--- config.mk ---
export PLATFORM = sky130hd
export DESIGN_NAME = stk_engine
export DESIGN_NICKNAME = d
export VERILOG_FILES = /design/src/rtl/stk_pkg.sv /design/src/rtl/stk_ptr.sv /design/src/rtl/stk_seq.sv /design/src/rtl/stk_engine.sv
export SDC_FILE = /design/constraint.sdc
export NUM_CORES = 1
export LEC_CHECK = 0
export BUFFER_PORTS_ARGS = -buffer_cell sky130_fd_sc_hd__buf_2
export CAP_MARGIN = 0
export CORE_ASPECT_RATIO = 0.5
export CORE_MARGIN = 4
export CORE_UTILIZATION = 50
export CTS_BUF_LIST = sky130_fd_sc_hd__clkbuf_4 sky130_fd_sc_hd__clkbuf_8 sky130_fd_sc_hd__clkbuf_16
export DETAILED_ROUTE_END_ITERATION = 10
export PLACE_DENSITY = 0.79
export SYNTH_ARGS = -nofsm -noshare
export SYNTH_HDL_FRONTEND = slang
export SYNTH_SLANG_ARGS = --single-unit
--- constraint.sdc ---
create_clock -name clk -period 2.85 [get_ports clk]
set_input_delay 0.285 -clock clk [delete_from_list [all_inputs] [get_ports clk]]
set_output_delay 0.285 -clock clk [all_outputs]
set_load 0.005 [all_outputs]
--- src/rtl/stk_pkg.sv ---
package stk_pkg;

    typedef enum logic [1:0] {
        OP_PUSH = 2'd0,
        OP_POP  = 2'd1,
        OP_INC  = 2'd2,
        OP_DEC  = 2'd3
    } stk_op_e;

    localparam logic [2:0] SEL_FLAG = 3'd7;

    // Phase indices inside an operation
    localparam int unsigned PH_A = 0;
    localparam int unsigned PH_B = 1;
    localparam int unsigned PH_C = 2;

    typedef struct packed {
        logic sp_inc;
        logic sp_dec;
        logic cap_src;
        logic cap_mem;
        logic mem_we;
        logic mem_re;
        logic dst_wr;
    } stk_ctl_t;

    function automatic stk_ctl_t stk_decode(stk_op_e op, int unsigned ph);
        stk_ctl_t c;
        c = '0;
        unique case (op)
            OP_PUSH: begin
                c.cap_src = (ph == PH_A);
                c.sp_dec  = (ph == PH_A);
                c.mem_we  = (ph == PH_B);
            end
            OP_POP: begin
                c.mem_re  = (ph == PH_A);
                c.cap_mem = (ph == PH_A);
                c.dst_wr  = (ph == PH_B);
                c.sp_inc  = (ph == PH_C);
            end
            OP_INC: c.sp_inc = (ph == PH_A);
            OP_DEC: c.sp_dec = (ph == PH_A);
            default: c = '0;
        endcase
        return c;
    endfunction

endpackage

--- src/rtl/stk_ptr.sv ---
module stk_ptr #(
    parameter int unsigned SP_W     = 8,
    parameter logic [SP_W-1:0] SP_RESET = '0
) (
    input  logic            clk,
    input  logic            rst,
    input  logic            inc,
    input  logic            dec,
    output logic [SP_W-1:0] sp
);

    localparam logic [SP_W-1:0] ONE = SP_W'(1);

    always_ff @(posedge clk) begin
        if (rst)      sp <= SP_RESET;
        else if (inc) sp <= sp + ONE;
        else if (dec) sp <= sp - ONE;
    end

    // pointer moves by at most one step per cycle, modulo 2^SP_W
    p_step_r7: assert property (@(posedge clk) disable iff (rst)
        1'b1 |=> (sp == $past(sp)) || (sp == SP_W'($past(sp) + ONE))
                                   || (sp == SP_W'($past(sp) - ONE)));

endmodule

--- src/rtl/stk_seq.sv ---
module stk_seq
    import stk_pkg::*;
#(
    parameter int unsigned OP_CYCLES = 5,
    parameter int unsigned SEL_W     = 3
) (
    input  logic             clk,
    input  logic             rst,
    input  logic             cmd_valid,
    input  logic [1:0]       cmd_op,
    input  logic [SEL_W-1:0] cmd_sel,
    output logic             busy,
    output stk_op_e          op_q,
    output logic [SEL_W-1:0] sel_q,
    output stk_ctl_t         ctl
);

    localparam int unsigned PH_W = (OP_CYCLES > 1) ? $clog2(OP_CYCLES) : 1;
    localparam logic [PH_W-1:0] PH_LAST = PH_W'(OP_CYCLES - 1);

    logic [PH_W-1:0] ph_q;

    always_ff @(posedge clk) begin
        if (rst) begin
            busy  <= 1'b0;
            ph_q  <= '0;
            op_q  <= OP_PUSH;
            sel_q <= '0;
        end else if (busy) begin
            if (ph_q == PH_LAST) begin
                busy <= 1'b0;
                ph_q <= '0;
            end else begin
                ph_q <= ph_q + PH_W'(1);
            end
        end else if (cmd_valid) begin
            busy  <= 1'b1;
            ph_q  <= '0;
            op_q  <= stk_op_e'(cmd_op);
            sel_q <= cmd_sel;
        end
    end

    always_comb begin
        ctl = '0;
        if (busy) ctl = stk_decode(op_q, 32'(ph_q));
    end

    // accepted command is held unchanged until the final phase
    p_hold_r2: assert property (@(posedge clk) disable iff (rst)
        (busy && ph_q != PH_LAST) |=> busy && $stable(op_q) && $stable(sel_q));
    // engine releases right after the last phase
    p_release_r2: assert property (@(posedge clk) disable iff (rst)
        (busy && ph_q == PH_LAST) |=> !busy);

endmodule

--- src/rtl/stk_engine.sv ---
module stk_engine
    import stk_pkg::*;
#(
    parameter int unsigned SP_W      = 8,
    parameter int unsigned DATA_W    = 4,
    parameter int unsigned SEL_W     = 3,
    parameter int unsigned OP_CYCLES = 5,
    parameter logic [SP_W-1:0] SP_RESET = '0
) (
    input  logic              clk,
    input  logic              rst,
    input  logic              cmd_valid,
    input  logic [1:0]        cmd_op,
    input  logic [SEL_W-1:0]  cmd_sel,
    output logic              busy,
    output logic [SP_W-1:0]   sp,
    output logic [SEL_W-1:0]  rf_sel,
    input  logic [DATA_W-1:0] rf_rdata,
    output logic              rf_we,
    output logic              flag_ld,
    output logic [DATA_W-1:0] rf_wdata,
    output logic [SP_W-1:0]   mem_addr,
    output logic              mem_we,
    output logic              mem_re,
    output logic [DATA_W-1:0] mem_wdata,
    input  logic [DATA_W-1:0] mem_rdata
);

    localparam logic [SEL_W-1:0] FLAG_SEL = SEL_W'(SEL_FLAG);
    localparam logic [SP_W-1:0]  ONE      = SP_W'(1);

    stk_op_e          op_q;
    logic [SEL_W-1:0] sel_q;
    stk_ctl_t         ctl;
    logic [DATA_W-1:0] data_q;

    stk_seq #(.OP_CYCLES(OP_CYCLES), .SEL_W(SEL_W)) u_seq (
        .clk      (clk),
        .rst      (rst),
        .cmd_valid(cmd_valid),
        .cmd_op   (cmd_op),
        .cmd_sel  (cmd_sel),
        .busy     (busy),
        .op_q     (op_q),
        .sel_q    (sel_q),
        .ctl      (ctl)
    );

    stk_ptr #(.SP_W(SP_W), .SP_RESET(SP_RESET)) u_ptr (
        .clk(clk),
        .rst(rst),
        .inc(ctl.sp_inc),
        .dec(ctl.sp_dec),
        .sp (sp)
    );

    // Transfer nibble: source register for a push, stack top for a pop
    always_ff @(posedge clk) begin
        if (rst)              data_q <= '0;
        else if (ctl.cap_src) data_q <= rf_rdata;
        else if (ctl.cap_mem) data_q <= mem_rdata;
    end

    assign rf_sel    = sel_q;
    assign rf_wdata  = data_q;
    assign rf_we     = ctl.dst_wr && (sel_q != FLAG_SEL);
    assign flag_ld   = ctl.dst_wr && (sel_q == FLAG_SEL);
    assign mem_addr  = sp;
    assign mem_we    = ctl.mem_we;
    assign mem_re    = ctl.mem_re;
    assign mem_wdata = data_q;

    // a memory write always lands one below the previous pointer
    p_push_predec_r3: assert property (@(posedge clk) disable iff (rst)
        mem_we |-> (sp == SP_W'($past(sp) - ONE)));
    // pointer rises two cycles after a pop delivers its nibble
    p_pop_postinc_r4: assert property (@(posedge clk) disable iff (rst)
        (rf_we || flag_ld) |=> ##1 (sp == SP_W'($past(sp, 2) + ONE)));
    // flag load only for the flag selector, register write never for it
    p_flag_path_r5: assert property (@(posedge clk) disable iff (rst)
        (flag_ld |-> rf_sel == FLAG_SEL) and (rf_we |-> rf_sel != FLAG_SEL));
    // strobes exclusive and only during an operation
    p_strobe_excl_r10: assert property (@(posedge clk) disable iff (rst)
        $onehot0({mem_we, mem_re, rf_we, flag_ld}));
    p_strobe_busy_r10: assert property (@(posedge clk) disable iff (rst)
        (mem_we || mem_re || rf_we || flag_ld) |-> busy);

endmodule

==> results of run 1 <==
-- registers in the layout, summed over array words and instances (netlist names) --
name and count:
u_seq.ph_q 3, u_seq.op_q 2, mem_wdata 4, u_ptr.sp 8
u_seq.busy 1, u_seq.sel_q 3
-- cells by family after synthesis --
logic type               count (synthesis)
AND/OR/NAND/NOR                         56
adder cells (fa/ha/maj)                 14
multiplexers                             7
XOR/XNOR                                 1
flip-flops                              21
AO/OA/AOI/OAI                           46
buffers and inverters                   24
-- worst min path at each step --
stage / slack, ns / cells after the start / end / start
2_1_floorplan: 0.42 / 2 / u_seq.op_q[0] / cmd_op[0]
3_3_place_gp: 0.48 / 2 / u_seq.ph_q[0] / u_seq.ph_q[0]
3_5_place_dp: 0.49 / 2 / u_seq.ph_q[0] / u_seq.ph_q[0]
4_1_cts: 0.24 / 3 / u_seq.op_q[1] / cmd_op[1]
5_1_grt: 0.27 / 3 / u_seq.sel_q[2] / cmd_sel[2]
6_report: 0.25 / 3 / u_seq.op_q[1] / cmd_op[1]
-- routing by layer --
metal | routed length (um) | track usage (%) | vias to the layer above
met4 | 19 | 2.84 | 0
li1 | - | - | 674
met5 | 0 | 0 | -
met3 | 166 | 5.00 | 4
met1 | 1460 | 20.3 | 616
met2 | 1620 | 31.5 | 31
-- cells in the mapped netlist, drive strengths merged, types with 4 or more instances --
cell type	number
nand2	7
nor2	20
a211oi	5
buf	17
inv	5
ha	13
nand3	7
a21oi	15
o21ai	7
nor2b	4
dfxtp	21
mux2i	7
-- worst reg2reg max path: cells and delay by family, from the launching register on --
kind,cells,cell delay [ns]
compound gates,4,0.87
fa+ha+maj,2,0.75
buf+inv,1,0.10
flops,1,0.32
simple gates,2,0.37
-- power by group --
group | internal (mW) | switching [mW]
logic | 0.142 | 0.168
clock network | 0.0991 | 0.111
registers | 0.323 | 0.0254
-- final cells by class --
class                           count  area (um^2)  share of cell area [%]
Tap cell                           37         46.3                    2.73
Multi-Input combinational cell    124          902                    53.2
Inverter                            5         18.8                    1.11
Clock inverter                      1         7.51                   0.443
Timing Repair Buffer               50          258                    15.2
Clock buffer                        3         41.3                    2.44
Sequential cell                    21          420                    24.8
-- metrics by stage --
stage | cells | hold WS, ns | util [%] | worst slack, ns | total power [mW]
final | 241 | 0.246 | 62.4 | 0.326 | 0.869
after detailed placement | 237 | 0.490 | 60.4 | 0.226 | 0.661
after global placement | 237 | 0.476 | 60.4 | 0.383 | 0.653
after CTS | 241 | 0.237 | 62.2 | 0.197 | 0.873
after floorplan | 169 | 0.424 | - | 0.424 | 0.596
after global routing | 241 | 0.272 | 62.4 | 0.106 | 0.924
-- what timing repair did --
action / in CTS / in global routing
resized for setup: 0 / 1
hold endpoints to repair: 0 / 0
setup endpoints to repair: 0 / 1
==> flow_summary.json, run 1 <==
{
  "io_buffers": 47,
  "setup_viol_count_final": 0,
  "cp.required_ns": 3.00,
  "clkTransAtPathRegs_ns": 0.08,
  "synthAdderAreaFrac_pct": 12.3,
  "cts_buffers": 3,
  "layout-drive-gt1-share_pct": 31.4,
  "overflow": 0,
  "num_vias": 1325,
  "ys_seq_area_share_pct": 28.3,
  "ys_warn_count": 0,
  "drv_cap": 0,
  "ys.flop_type": "dfxtp_1",
  "slew_headroom_pct": 58.9,
  "cts_tree": "yes",
  "period_minus_slack_ns": 2.52,
  "clkLatencyLatePin_ns": 0.27,
  "postCtsSetupBuffers": 0,
  "die_x_um": 85.1,
  "fp.coreArea_mm2": 0.00272,
  "r2r-end": "u_ptr.sp[6]",
  "synth_edf_count": 0,
  "end_kind": "flop",
  "htreeDepth": 1,
  "nNetsFinal": 235,
  "synth_compound_area_share_pct": 21.4,
  "synth.area.mux_share_pct": 4.71,
  "postCtsHoldBufs": 0,
  "synthSimpleGateAreaFrac_pct": 21.3,
  "critPathMaxStageDelay_ns": 0.47,
  "outcome": "finished, final reports clean",
  "first_pass_iters": 4,
  "die_y_um": 46.6,
  "gp_congestion": 0.816,
  "cp-endpoint": "u_ptr.sp[6]",
  "p_leak_nw": 0.809,
  "fin_crit_sh_pct": 88.6,
  "final_cell_mix": "buf_2, dfxtp_1, nor2_1",
  "clock_path_buffers": 2,
  "r2r_start": "u_seq.op_q[1]",
  "placementRows": 13,
  "synth_top_area_share_pct": 28.3,
  "rsz0062_at_grt": "no",
  "worst_pin_slew_ns": 0.615,
  "grt_pass1_wl_um": 5300,
  "synth.avg_cell_area_um2": 8.80,
  "place_area_mm2": 0.00164,
  "synth_top_family_by_area": "compound AO/OA/AOI/OAI gates",
  "r2r_slack_ns": 0.33,
  "syn_nets": 199,
  "synth_xor_area_share_pct": 0.589,
  "antenna_found_initial": 0,
  "drc": 0,
  "track_usage_pct": 17.0,
  "critPathLaunchType": "flop",
  "drt-initial-drc-count": 77,
  "antennaDiodeCount": 0,
  "ioPinCount": 48,
  "synth-seq-cells": 21,
  "skew_ns": 0.00148,
  "hold_viol": 0,
  "routedWlPerCell_um": 13.5,
  "clock.fmax_mhz": 396,
  "num-fill-cells": 231,
  "tns_ns": 0,
  "final_cell_area_mm2": 0.00169,
  "synthTopCellsByArea": "dfxtp_1, ha_1, buf_4",
  "critPathTopFamily": "compound AO/OA/AOI/OAI gates",
  "synth-async-reset-ratio_pct": 0,
  "path_max_fanout": 7,
  "synthesis.area_mm2": 0.00149,
  "first_global_vias": 1220,
  "yosys.area.top_type": "dfxtp_1",
  "syn_to_final_growth_pct": 13.9,
  "path_buf_inv": 1,
  "powerDensity_mw_per_mm2": 513,
  "cp_cell_sequence": "inv_1, ha_1, a22o_1, nand3_2, fa_1, a211o_1, a211oi_1, or2_2, o211ai_2",
  "root_buffer": "clkbuf_8",
  "critPathLaunch": "u_seq.op_q[1]",
  "vias_per_cell": 5.50,
  "dp_hpwl_um": 2470,
  "netlist-cell-type-count": 48,
  "initial_core_util_pct": 54.8,
  "path_class": "flop to flop",
  "ant_nets": 0,
  "clock_sinks": 21,
  "final_common_cell": "buf_2",
  "die_area_mm2": 0.00396,
  "vdd_drop_max_mv": 0.258,
  "netlist_instances": 169,
  "r2r_cells": 9,
  "crit_cells": 9,
  "cp_data_arrival_time_ns": 2.68,
  "report.final.slew_viol_count": 0,
  "routed_wl_um": 3270,
  "hold_class": "input port to flop",
  "crit_slowest_cell": "fa_1",
  "grt_max_degree": 27
}
No activity file was read; power rests on OpenSTA's default activity.
==> run 2: changes to the inputs <==
- PLACE_DENSITY: 0.79 -> 0.9
- RECOVER_POWER: unset -> 25
==> flow_summary.json, run 2 (synthesized netlist as in run 1, its figures left out) <==
{
  "r2r_slack_ns": 0.22,
  "dp_hpwl_um": 2680,
  "path_max_fanout": 7,
  "critPathLaunchType": "flop",
  "setup_viol_count_final": 0,
  "p_leak_nw": 0.790,
  "outcome": "finished, final reports clean",
  "gp_congestion": 0.917,
  "final_cell_mix": "buf_2, dfxtp_1, nor2_1",
  "cts_tree": "yes",
  "vdd_drop_max_mv": 0.195,
  "initial_core_util_pct": 54.8,
  "die_x_um": 85.1,
  "first_global_vias": 1334,
  "tns_ns": 0,
  "overflow": 0,
  "final_common_cell": "buf_2",
  "rsz0062_at_grt": "no",
  "routedWlPerCell_um": 15.0,
  "antennaDiodeCount": 0,
  "cp.required_ns": 3.00,
  "cts_buffers": 3,
  "ant_nets": 0,
  "clock_path_buffers": 2,
  "clkTransAtPathRegs_ns": 0.08,
  "antenna_found_initial": 0,
  "clock_sinks": 21,
  "slew_headroom_pct": 56.6,
  "routed_wl_um": 3610,
  "period_minus_slack_ns": 2.63,
  "layout-drive-gt1-share_pct": 28.4,
  "hold_viol": 0,
  "nNetsFinal": 235,
  "place_area_mm2": 0.00164,
  "drc": 0,
  "io_buffers": 47,
  "grt_pass1_wl_um": 5950,
  "first_pass_iters": 4,
  "multiInputGateArea_um2": 901,
  "clkLatencyLatePin_ns": 0.27,
  "postCtsSetupBuffers": 0,
  "drv_cap": 0,
  "min_from": "cmd_sel[0]",
  "fin_crit_sh_pct": 92.2,
  "num-fill-cells": 238,
  "hold_class": "input port to flop",
  "final_cell_area_mm2": 0.00168,
  "fp.coreArea_mm2": 0.00272,
  "placementRows": 13,
  "track_usage_pct": 19.0,
  "path_class": "flop to flop",
  "r2r_start": "u_seq.op_q[1]",
  "worst_pin_slew_ns": 0.650,
  "die_y_um": 46.6,
  "hold-worst-slack_ns": 0.251,
  "seq_area_um2": 420,
  "largest_register": "u_ptr.sp",
  "num_vias": 1354,
  "cp_data_arrival_time_ns": 2.78,
  "report.final.slew_viol_count": 0,
  "ioPinCount": 48,
  "htreeDepth": 1,
  "clock.fmax_mhz": 381,
  "skew_ns": 0.00364,
  "end_kind": "flop",
  "grt_max_degree": 27,
  "largest_register_ffs": 8,
  "powerDensity_mw_per_mm2": 516,
  "critPathLaunch": "u_seq.op_q[1]",
  "vias_per_cell": 5.62,
  "drt-initial-drc-count": 78,
  "syn_to_final_growth_pct": 13.1,
  "root_buffer": "clkbuf_8",
  "die_area_mm2": 0.00396
}
run 2: power breakdown:
group          internal, mW  switching, mW  leakage, nW
sequential            0.323         0.0261        0.172
clock                0.0977          0.107       0.0255
combinational         0.142          0.173        0.592
total                 0.562          0.306        0.790
run 2: routing by layer:
metal	share of wire, %	GRT usage (%)	vias up
met1	42	22.1	635
met4	2.1	7.26	0
met5	0	0	-
met3	5.4	4.11	10
met2	51	35.3	35
li1	-	-	674
run 2: layout make-up:
type	instances	share of cell area [%]
Sequential cell	21	25.0
Multi-Input combinational cell	124	53.5
Inverter	5	1.12
Tap cell	37	2.75
Clock inverter	1	0.297
Timing Repair Buffer	50	14.9
Clock buffer	3	2.45
run 2: metrics by stage:
stage / utilization (%) / std cells / power (mW) / setup slack (ns)
detailed placement: 60.4 / 237 / 0.665 / 0.265
global route: 62.0 / 241 / 0.924 / 0.0236
floorplan: - / 169 / 0.596 / 0.424
CTS: 62.1 / 241 / 0.868 / 0.250
global placement: 60.4 / 237 / 0.649 / 0.385
finish: 62.0 / 241 / 0.868 / 0.223
run 2: worst paths after layout:
kind | endpoint | cells past startpoint
setup reg to reg | u_ptr.sp[6] | 9
hold / removal | u_seq.sel_q[0] | 3
hold reg to reg | u_seq.ph_q[0] | 2
setup / recovery | u_ptr.sp[6] | 9
run 2: critical path: stages, from the launching register on:
cell and delay [ns]:
dfxtp_1 0.32, inv_1 0.09, ha_1 0.29, a22o_1 0.21, nand3_1 0.28, fa_1 0.53, a211o_1 0.31, a211oi_1 0.24
or2_2 0.16, o211ai_2 0.08
run 2: timing repair:
action                                  CTS  global route
endpoints found under the setup margin    0             1
hold buffers                              0             0
resized for setup                         0             1
